===== config.mk =====
export PLATFORM = sky130hd
export DESIGN_NAME = i2c_ctl_rx
export DESIGN_NICKNAME = d
export VERILOG_FILES = /design/src/rtl/i2c_ctl_pkg.sv /design/src/rtl/i2c_ctl_fsm.sv /design/src/rtl/i2c_ctl_regs.sv /design/src/rtl/i2c_ctl_rx.sv
export SDC_FILE = /design/constraint.sdc
export NUM_CORES = 1
export LEC_CHECK = 0
export BUFFER_PORTS_ARGS = -buffer_cell sky130_fd_sc_hd__buf_2
export CORE_ASPECT_RATIO = 1.5
export CORE_UTILIZATION = 55
export DETAILED_ROUTE_END_ITERATION = 12
export PLACE_DENSITY = 0.88
export SLEW_MARGIN = 40
export SYNTH_ARGS = -nofsm -noshare
export SYNTH_HDL_FRONTEND = slang
export SYNTH_SLANG_ARGS = --single-unit

===== constraint.sdc =====
create_clock -name clk -period 2 [get_ports clk]
set_input_delay 0.1 -clock clk [delete_from_list [all_inputs] [get_ports clk]]
set_output_delay 0.1 -clock clk [all_outputs]
set_load 0.05 [all_outputs]

===== src/rtl/i2c_ctl_pkg.sv =====
package i2c_ctl_pkg;
  localparam int REG_COUNT = 5;
  localparam int PTR_W = 3;
  localparam logic [PTR_W-1:0] PTR_NONE = PTR_W'(REG_COUNT);

  typedef struct packed {
    logic       loadSub;
    logic       writeData;
    logic [7:0] rxByte;
  } ctlStrobe_t;

  typedef enum logic [1:0] {ST_IGNORE, ST_SHIFT, ST_ACKWAIT, ST_ACKDRIVE} rxState_t;
  typedef enum logic [1:0] {BK_ADDR, BK_SUB, BK_DATA} byteKind_t;

  // Map a subaddress to a register slot; PTR_NONE when undefined.
  function automatic logic [PTR_W-1:0] subIndex(input logic [7:0] sub);
    case (sub)
      8'h00:   return PTR_W'(0);
      8'h01:   return PTR_W'(1);
      8'h02:   return PTR_W'(2);
      8'h03:   return PTR_W'(3);
      8'h08:   return PTR_W'(4);
      default: return PTR_NONE;
    endcase
  endfunction

  function automatic logic [7:0] fieldMask(input int idx);
    return (idx == 2 || idx == 3) ? 8'h0F : 8'h3F;
  endfunction

  function automatic logic [7:0] resetValue(input int idx);
    return (idx == REG_COUNT - 1) ? 8'h20 : 8'h00;
  endfunction
endpackage


===== src/rtl/i2c_ctl_fsm.sv =====
module i2c_ctl_fsm
  import i2c_ctl_pkg::*;
#(
  parameter logic [6:0] MOD_ADDR = 7'h41,
  parameter int SYNC_STAGES = 2
) (
  input  logic       clk,
  input  logic       rstN,
  input  logic       sclIn,
  input  logic       sdaIn,
  input  logic       ptrValid,
  output ctlStrobe_t strobe,
  output logic       sdaPullLow,
  output logic       busBusy
);
  logic [SYNC_STAGES-1:0] sclSync, sdaSync;
  logic sclS, sdaS, sclD, sdaD;
  logic sclRise, sclFall, startCond, stopCond;
  rxState_t  state;
  byteKind_t kind;
  logic [2:0] bitCnt;
  logic [6:0] shiftReg;
  logic [7:0] newByte;
  logic byteDone, byteOk, ackFlag;

  generate
    if (SYNC_STAGES == 1) begin : g_sync1
      always_ff @(posedge clk or negedge rstN)
        if (!rstN) begin
          sclSync <= '1;
          sdaSync <= '1;
        end else begin
          sclSync <= sclIn;
          sdaSync <= sdaIn;
        end
    end else begin : g_syncN
      always_ff @(posedge clk or negedge rstN)
        if (!rstN) begin
          sclSync <= '1;
          sdaSync <= '1;
        end else begin
          sclSync <= {sclSync[SYNC_STAGES-2:0], sclIn};
          sdaSync <= {sdaSync[SYNC_STAGES-2:0], sdaIn};
        end
    end
  endgenerate

  assign sclS = sclSync[SYNC_STAGES-1];
  assign sdaS = sdaSync[SYNC_STAGES-1];

  always_ff @(posedge clk or negedge rstN)
    if (!rstN) begin
      sclD <= 1'b1;
      sdaD <= 1'b1;
    end else begin
      sclD <= sclS;
      sdaD <= sdaS;
    end

  assign sclRise   = sclS && !sclD;
  assign sclFall   = !sclS && sclD;
  assign startCond = sclS && sclD && sdaD && !sdaS;
  assign stopCond  = sclS && sclD && !sdaD && sdaS;
  assign newByte   = {shiftReg, sdaS};
  assign byteDone  = (state == ST_SHIFT) && sclRise && (bitCnt == 3'd7);

  always_comb begin
    case (kind)
      BK_ADDR: byteOk = (newByte[7:1] == MOD_ADDR) && !newByte[0];
      BK_SUB:  byteOk = (subIndex(newByte) != PTR_NONE);
      default: byteOk = ptrValid;
    endcase
  end

  always_ff @(posedge clk or negedge rstN)
    if (!rstN) begin
      state      <= ST_IGNORE;
      kind       <= BK_ADDR;
      bitCnt     <= '0;
      shiftReg   <= '0;
      ackFlag    <= 1'b0;
      sdaPullLow <= 1'b0;
      busBusy    <= 1'b0;
      strobe     <= '0;
    end else begin
      strobe <= '0;
      if (startCond) begin
        state      <= ST_SHIFT;
        kind       <= BK_ADDR;
        bitCnt     <= '0;
        sdaPullLow <= 1'b0;
        busBusy    <= 1'b1;
      end else if (stopCond) begin
        state      <= ST_IGNORE;
        sdaPullLow <= 1'b0;
        busBusy    <= 1'b0;
      end else begin
        case (state)
          ST_SHIFT: if (sclRise) begin
            shiftReg <= newByte[6:0];
            bitCnt   <= bitCnt + 3'd1;
            if (byteDone) begin
              state            <= ST_ACKWAIT;
              ackFlag          <= byteOk;
              strobe.rxByte    <= newByte;
              strobe.loadSub   <= (kind == BK_SUB) && byteOk;
              strobe.writeData <= (kind == BK_DATA) && byteOk;
            end
          end
          ST_ACKWAIT: if (sclFall) begin
            sdaPullLow <= ackFlag;
            state      <= ST_ACKDRIVE;
          end
          ST_ACKDRIVE: if (sclFall) begin
            sdaPullLow <= 1'b0;
            bitCnt     <= '0;
            if (ackFlag) begin
              state <= ST_SHIFT;
              kind  <= (kind == BK_ADDR) ? BK_SUB : BK_DATA;
            end else begin
              state <= ST_IGNORE;
            end
          end
          default: ;
        endcase
      end
    end

  p_ack_on_low_r4: assert property (@(posedge clk) disable iff (!rstN)
    ($rose(sdaPullLow) || $fell(sdaPullLow)) |-> !sclS);
  p_quiet_when_ignoring_r3: assert property (@(posedge clk) disable iff (!rstN)
    (state == ST_IGNORE) |-> !sdaPullLow);
  p_busy_after_start_r1: assert property (@(posedge clk) disable iff (!rstN)
    startCond |=> busBusy);
  p_free_after_stop_r1: assert property (@(posedge clk) disable iff (!rstN)
    (stopCond && !startCond) |=> !busBusy);
  p_one_strobe_r5: assert property (@(posedge clk) disable iff (!rstN)
    $onehot0({strobe.loadSub, strobe.writeData}));
endmodule


===== src/rtl/i2c_ctl_regs.sv =====
module i2c_ctl_regs
  import i2c_ctl_pkg::*;
(
  input  logic       clk,
  input  logic       rstN,
  input  ctlStrobe_t strobe,
  output logic       ptrValid,
  output logic [5:0] volLeft,
  output logic [5:0] volRight,
  output logic [3:0] bassCode,
  output logic [3:0] trebleCode,
  output logic       muteOn,
  output logic       effectSel,
  output logic       stereoSel,
  output logic [1:0] modeSel,
  output logic       inputSel
);
  logic [PTR_W-1:0] ptrIdx;
  logic [5:0] regQ [REG_COUNT];

  always_ff @(posedge clk or negedge rstN)
    if (!rstN)                 ptrIdx <= PTR_NONE;
    else if (strobe.loadSub)   ptrIdx <= subIndex(strobe.rxByte);
    else if (strobe.writeData) ptrIdx <= ptrIdx + PTR_W'(1);

  assign ptrValid = (ptrIdx < PTR_NONE);

  generate
    for (genvar i = 0; i < REG_COUNT; i++) begin : g_reg
      localparam logic [7:0] MASK = fieldMask(i);
      localparam logic [7:0] RSTV = resetValue(i);
      always_ff @(posedge clk or negedge rstN)
        if (!rstN)
          regQ[i] <= RSTV[5:0];
        else if (strobe.writeData && ptrIdx == PTR_W'(i))
          regQ[i] <= strobe.rxByte[5:0] & MASK[5:0];
    end
  endgenerate

  assign volLeft    = regQ[0];
  assign volRight   = regQ[1];
  assign bassCode   = regQ[2][3:0];
  assign trebleCode = regQ[3][3:0];
  assign muteOn     = regQ[4][5];
  assign effectSel  = regQ[4][4];
  assign stereoSel  = regQ[4][3];
  assign modeSel    = regQ[4][2:1];
  assign inputSel   = regQ[4][0];

  p_write_in_range_r9: assert property (@(posedge clk) disable iff (!rstN)
    strobe.writeData |-> ptrValid);
  p_ptr_bounded_r9: assert property (@(posedge clk) disable iff (!rstN)
    ptrIdx <= PTR_NONE);
  p_hold_without_write_r6: assert property (@(posedge clk) disable iff (!rstN)
    !strobe.writeData |=> ($stable(volLeft) && $stable(volRight) &&
                           $stable(bassCode) && $stable(trebleCode)));
  p_switch_hold_r7: assert property (@(posedge clk) disable iff (!rstN)
    !strobe.writeData |=> ($stable(muteOn) && $stable(modeSel) && $stable(inputSel)));
endmodule


===== src/rtl/i2c_ctl_rx.sv =====
module i2c_ctl_rx
  import i2c_ctl_pkg::*;
#(
  parameter logic [6:0] MOD_ADDR = 7'h41,
  parameter int SYNC_STAGES = 2
) (
  input  logic       clk,
  input  logic       rstN,
  input  logic       sclIn,
  input  logic       sdaIn,
  output logic       sdaPullLow,
  output logic       busBusy,
  output logic [5:0] volLeft,
  output logic [5:0] volRight,
  output logic [3:0] bassCode,
  output logic [3:0] trebleCode,
  output logic       muteOn,
  output logic       effectSel,
  output logic       stereoSel,
  output logic [1:0] modeSel,
  output logic       inputSel
);
  ctlStrobe_t strobe;
  logic ptrValid;

  i2c_ctl_fsm #(.MOD_ADDR(MOD_ADDR), .SYNC_STAGES(SYNC_STAGES)) u_fsm (
    .clk(clk), .rstN(rstN), .sclIn(sclIn), .sdaIn(sdaIn),
    .ptrValid(ptrValid), .strobe(strobe),
    .sdaPullLow(sdaPullLow), .busBusy(busBusy)
  );

  i2c_ctl_regs u_regs (
    .clk(clk), .rstN(rstN), .strobe(strobe), .ptrValid(ptrValid),
    .volLeft(volLeft), .volRight(volRight), .bassCode(bassCode),
    .trebleCode(trebleCode), .muteOn(muteOn), .effectSel(effectSel),
    .stereoSel(stereoSel), .modeSel(modeSel), .inputSel(inputSel)
  );
endmodule


* Yosys cells after proc, flatten, opt, wreduce, memory -nomap -nowiden
Index checks and enable logic that the tools add are counted.
** Storage, ports and cells
- Logic and storage cells :: 128
- Register bits after elaboration :: 62
- Input port bits :: 4
- Output and inout port bits :: 28
** Cells by class
- Equal/unequal tests :: 27
- Multiplexer cells :: 37
- Bitwise logic cells :: 2
- Order comparisons :: 1
- Add/sub/neg operators :: 2
- Reductions and logical operators :: 39
** Operator list (count)
- $mux W10 :: 5
- $eq A8 B2 Y1 const B :: 4
- $pmux W3 S5 :: 2
- $mux W2 :: 12
- $mux W3 :: 7
- $logic_and A1 B1 Y1 :: 17
- $eq A8 B1 Y1 const B :: 2
- $eq A8 B4 Y1 const B :: 2
- $logic_not A8 Y1 :: 2
- $ne A4 B1 Y1 const B :: 4
- $reduce_and A4 Y1 :: 3
- $reduce_and A5 Y1 :: 2
- $reduce_bool A2 Y1 :: 5
- $eq A7 B7 Y1 const B :: 1
- $mux W1 :: 7
- $add A3 B1 Y3 const B :: 2
- $eq A2 B2 Y1 const B :: 3
- $eq A3 B2 Y1 const B :: 2
- $eq A3 B3 Y1 const B :: 2
- $ne A3 B1 Y1 const B :: 2
- $pmux W2 S3 :: 1
- $pmux W3 S2 :: 1
- $reduce_bool A5 Y1 :: 1
- $eq A2 B1 Y1 const B :: 2
- other kinds (12) :: 17

* Depth between registers and ports, before layout
- Word-level depth :: 11
- Gate-level depth with buffers :: 6
- Gate-level depth less buffers :: 6

* Hierarchy
From an unflattened synthesis, not the netlist that was laid out.
** Unflattened totals
- Cell total of the unflattened synthesis :: 201
- Area, all modules :: 2695.1 um2
** By module, submodules not included
- i2c_ctl_fsm :: sequential area each 833.3 um2, cells each 117, area each 1460.2 um2, instances 1
- i2c_ctl_regs :: sequential area each 729.4 um2, cells each 84, area each 1234.9 um2, instances 1

* Worst setup path after synthesis
No wires, ideal clock.
- Kind :: reg2reg
- Start :: register u_fsm.sclSync[1]
- End :: register u_fsm.shiftReg[6]
- Required time :: 1.875 ns
- Buffers on the path :: 2
- Cell stages (with the launch flop) :: 5
- Slack :: 0.462 ns
- Setup time :: 0.125 ns
- Arrival :: 1.413 ns
- Period minus slack after synthesis :: 1.538 ns
- Cells stage by stage :: dfstp_2 nor4bb_1 buf_4 buf_6 mux2_2
** On the way
- Longest elaborated chain between the ends :: 5
- Elaborated cells on any way between the ends :: 9
- Those cells by class :: bitwise: 2; reduce/logical: 7
** Ends and longest elaborated chain
- start: declaration :: RTL line i2c_ctl_fsm.sv:16 : logic [SYNC_STAGES-1:0] sclSync, sdaSync;
- start signal: assignment :: RTL line i2c_ctl_fsm.sv:42 : sclSync <= {sclSync[SYNC_STAGES-2:0], sclIn};
- $logic_and A1 B1 Y1 :: RTL line i2c_ctl_fsm.sv:62, i2c_ctl_fsm.sv:63
- $logic_and A1 B1 Y1, on equally long branches (2 in a row) :: RTL line i2c_ctl_fsm.sv:62, i2c_ctl_fsm.sv:63
- $not A1 Y1 (no source line)
- $reduce_and A4 Y1 (no source line) *
- end signal: assignment :: RTL line i2c_ctl_fsm.sv:100 : shiftReg <= newByte[6:0];
- end: declaration :: RTL line i2c_ctl_fsm.sv:22 : logic [6:0] shiftReg;
Every way passes the cells marked *; elsewhere a longest branch is shown, timed or not.
A chain may end at the register's enable or synchronous reset.

* Worst setup path in the final report
- Start :: register u_fsm.state[0]
- End :: register u_fsm.state[0]
** On the way
- Longest elaborated chain between the ends :: 5
- Elaborated cells on any way between the ends :: 14
- Those cells by class :: eq/ne: 7; mux: 3; reduce/logical: 4
** Ends and longest elaborated chain
- start: declaration :: RTL line i2c_ctl_fsm.sv:19 : rxState_t state;
- start signal: assignment :: RTL line i2c_ctl_fsm.sv:77 : state <= ST_IGNORE;
- start signal: assignment :: RTL line i2c_ctl_fsm.sv:88 : state <= ST_SHIFT;
- start signal: assignment :: RTL line i2c_ctl_fsm.sv:94 : state <= ST_IGNORE;
- $eq A2 B1 Y1 :: RTL line i2c_ctl_fsm.sv:65, i2c_ctl_fsm.sv:98
- $logic_and A1 B1 Y1 (2 in a row) :: RTL line i2c_ctl_fsm.sv:65 : assign byteDone = (state == ST_SHIFT) && sclRise && (bitCnt == 3'd7);
- $ne A4 B1 Y1 (no source line)
- $reduce_and A5 Y1 (no source line)
Several ways; a longest one is shown, not always the timed one.

==> reports/qor.yml <==
drive_gt1_share_pct: 39.4
end_kind: "flip-flop"
post-layout-total-power_w: 0.00299
post-dp-hpwl_um: 3090
place_area_sq_um: 2880
postSynthCellCount: 205
dieArea_sq_um: 5070
die_h_um: 86.8
numCtsBuffers: 9
area_delta_synth_final_pct: 18.0
initial_core_util_pct: 57.5
setup_viol: 0
htree_num_levels: 3
finalCritPeriodShare_pct: 80.2
ant_nets: 0
postSynth.asyncResetShare_pct: 100
crit_path_max_incr_delay_ps: 530
overflow: 0
instances_no_fill: 315
wl_cell_um: 13.8
row_count: 30
top_layer_used: "met4"
cts_resized: 0
number_of_flops_mapped_to_enable_cells_by_yosys: 0
kind_of_start_point_of_the_critical_path: "flip-flop"
grt_antenna_before_repair: 0
design.core.area_sq_um: 4580
route.met2.wl_um: 2280
yosys_warnings: 0
placement.io_buffers: 31
clock-skew-final_ps: 7.03
drt-initial-drc-count: 69
holdBufCountCts: 3
yosys.area_share.xor_xnor_pct: 0.665
worst-endpoint-arrival_ps: 1820
die_width_um: 58.5
pwr_density_cell_nw_per_um2: 961
grt_usage_pct: 20.2
synthAdderAreaFrac_pct: 3.33
worstHoldPathType: "input pin to async pin"
outcome: "finished, final reports clean"
met3WireLength_um: 184
hold_violations: 0
viasPerCell: 5.33
lkg_pwr_nw: 1.59
max-cap-violations: 0
totalWireLength_um: 4360
max_freq_mhz: 623
mappedNetlistNets: 216
root_buffer_master: "sky130_fd_sc_hd__clkbuf_8"
synth_mux_area_share_pct: 14.9
worst_max_slew_margin_expressed_relative_to_the_limit_pct: 61.6
period_minus_slack_ps: 1600
synth-simple-area-share_pct: 10.5
worstPathRequired_ps: 2220
drt-met1-wl_um: 1760
yosys_most_used_dff: "sky130_fd_sc_hd__dfrtp_1"
synth-compound-area-share_pct: 7.70
timing.setup.tns_ps: 0
largest_family_of_logic_cells_by_synthesized_area: "multiplexers"
dpl.cell_count: 296
synthesis.area_per_instance_sq_um: 12.8
detail_route.drc_violations: 0
clock_tree.buffer_depth: 2
clock_latency_ps: 330
global_route_wire_length_before_repair_um: 7440
yosys_register_bits: 62
tightestPinTransition_ps: 577
cts_setup_buffers: 0
yosysSeqAreaShare_pct: 59.3
peakVddDrop_mv: 0.618
grt_setup_unrepaired: "no"
place.gp.congestion: 0.799
grt_max_degree: 38
antenna-diode-count: 0
syn-cell-area_sq_um: 2630
ff2ff_path_depth: 5
critical_path_peak_fanout: 17
timing.final.max_slew_violations: 0
design_area_sq_um: 3110
ios: 32
numClockSinks: 62
worst-setup-path-type: "flip-flop to flip-flop"
vias_after_detailed_routing: 1678
drtPass1Iterations: 4
crit_path_cell_trace: "nor4bb_2, buf_12, and2_2, o221ai_2, o21a_1"
vias_in_the_first_global_route: 1636
netlist-cell-type-count: 41
clk_transition_reported_paths_ps: 70
fin_nets: 257
crit_path_top_delay_cell: "sky130_fd_sc_hd__dfrtp_1"
cts_tree: "done"
cell families after synthesis:
| kind of cell | after synthesis |
|---|---|
| AOI/OAI and AO/OA | 32 |
| xor gates and xnor gates | 2 |
| adders and majority gates | 7 |
| buffers and inverters | 20 |
| DFF | 62 |
| muxes | 35 |
| and+or+nand+nor | 47 |
cell usage after synthesis, types with 2 or more instances:
cell type                  instances  area (sq um)
sky130_fd_sc_hd__a31oi_1           2          12.5
sky130_fd_sc_hd__mux2_2           33           372
sky130_fd_sc_hd__nand2_1          13          48.8
sky130_fd_sc_hd__buf_6             2          22.5
sky130_fd_sc_hd__and3_1            7          43.8
sky130_fd_sc_hd__nor2_1           10          37.5
sky130_fd_sc_hd__nand2b_1          2          12.5
sky130_fd_sc_hd__dfstp_2           9           236
sky130_fd_sc_hd__mux2i_1           2          20.0
sky130_fd_sc_hd__o21ai_0           7          35.0
sky130_fd_sc_hd__o22ai_1           3          18.8
sky130_fd_sc_hd__nand3_1           3          15.0
sky130_fd_sc_hd__ha_1              7          87.6
sky130_fd_sc_hd__and3b_1           2          17.5
sky130_fd_sc_hd__buf_2             2          10.0
sky130_fd_sc_hd__inv_1            12          45.0
sky130_fd_sc_hd__clkbuf_1          3          11.3
sky130_fd_sc_hd__dfrtp_1          53          1330
sky130_fd_sc_hd__a21oi_1          11          55.1
cell usage in the layout, fill, tap and decap left out, types with 2 or more instances in the layout:
master and instances:
sky130_fd_sc_hd__a21oi_1 11, sky130_fd_sc_hd__a31oi_1 2, sky130_fd_sc_hd__and3_1 7, sky130_fd_sc_hd__and3b_1 2
sky130_fd_sc_hd__buf_12 2, sky130_fd_sc_hd__buf_2 31, sky130_fd_sc_hd__buf_4 2, sky130_fd_sc_hd__clkbuf_8 10
sky130_fd_sc_hd__clkinv_2 3, sky130_fd_sc_hd__dfrtp_1 53, sky130_fd_sc_hd__dfstp_2 9, sky130_fd_sc_hd__dlygate4sd3_1 3
sky130_fd_sc_hd__ha_1 7, sky130_fd_sc_hd__inv_1 12, sky130_fd_sc_hd__mux2_2 33, sky130_fd_sc_hd__mux2i_1 2
sky130_fd_sc_hd__nand2_1 13, sky130_fd_sc_hd__nand2b_1 2, sky130_fd_sc_hd__nand3_1 3, sky130_fd_sc_hd__nor2_1 10
sky130_fd_sc_hd__o21ai_0 7, sky130_fd_sc_hd__o22ai_1 3
cell type report:
| type | count | area, sq um |
|---|---|---|
| fill | 345 | 1470 |
| multi-input combinational | 123 | 981 |
| clock inverter | 6 | 61.3 |
| tap | 64 | 80.1 |
| inverter | 12 | 45.0 |
| timing repair buffer | 38 | 240 |
| clock buffer | 10 | 138 |
| sequential | 62 | 1560 |
registers in the layout (all words and copies together), names as in the netlist, 3 cells and up:
register and flops:
u_regs.volRight 6, u_regs.volLeft 6, u_regs.trebleCode 4, u_regs.ptrIdx 3, u_regs.bassCode 4, u_fsm.strobe 10
u_fsm.bitCnt 3, u_fsm.shiftReg 7
worst paths after layout:
| kind | startpoint | to | slack (ps) |
|---|---|---|---|
| min in group clk | u_fsm.sdaSync[0] | u_fsm.sdaSync[1] | 360 |
| worst max register to register | u_fsm.state[0] | u_fsm.state[0] | 400 |
| worst min-delay path | rstN | u_regs.volRight[4] | 300 |
| worst min register to register | u_fsm.sdaSync[0] | u_fsm.sdaSync[1] | 360 |
| max in group asynchronous | rstN | u_fsm.sclSync[1] | 1040 |
| worst max-delay path | u_fsm.state[0] | u_fsm.state[0] | 400 |
power breakdown:
part           switching (W)  total [W]  internal [W]
Sequential          0.000132    0.00152       0.00139
Clock               0.000465    0.00107      0.000604
Combinational       0.000196   0.000400      0.000204
metrics by stage:
| stage | setup WS [ps] | utilization (%) | hold WS [ps] |
|---|---|---|---|
| final | 396 | 67.9 | 296 |
| after global routing | 274 | 67.9 | 351 |
| after CTS | 395 | 67.9 | 302 |
| after detailed placement | 406 | 62.9 | 126 |
| after global placement | 439 | 62.9 | 124 |
| after floorplan | 462 | - | -196 |
per-layer routing:
metal  up-vias  GRT usage (%)
li1        808              -
met1       812           21.5
met2        46           34.3
met3        12           6.42
met4         0           12.3
met5         -              0
critical path, delay by kind of cell (launching register included):
kind            cells  cell delay [ps]
compound gates      2              220
buf+inv             1              190
flops               1              530
simple gates        2              550
(Power assumes the default switching activity.)
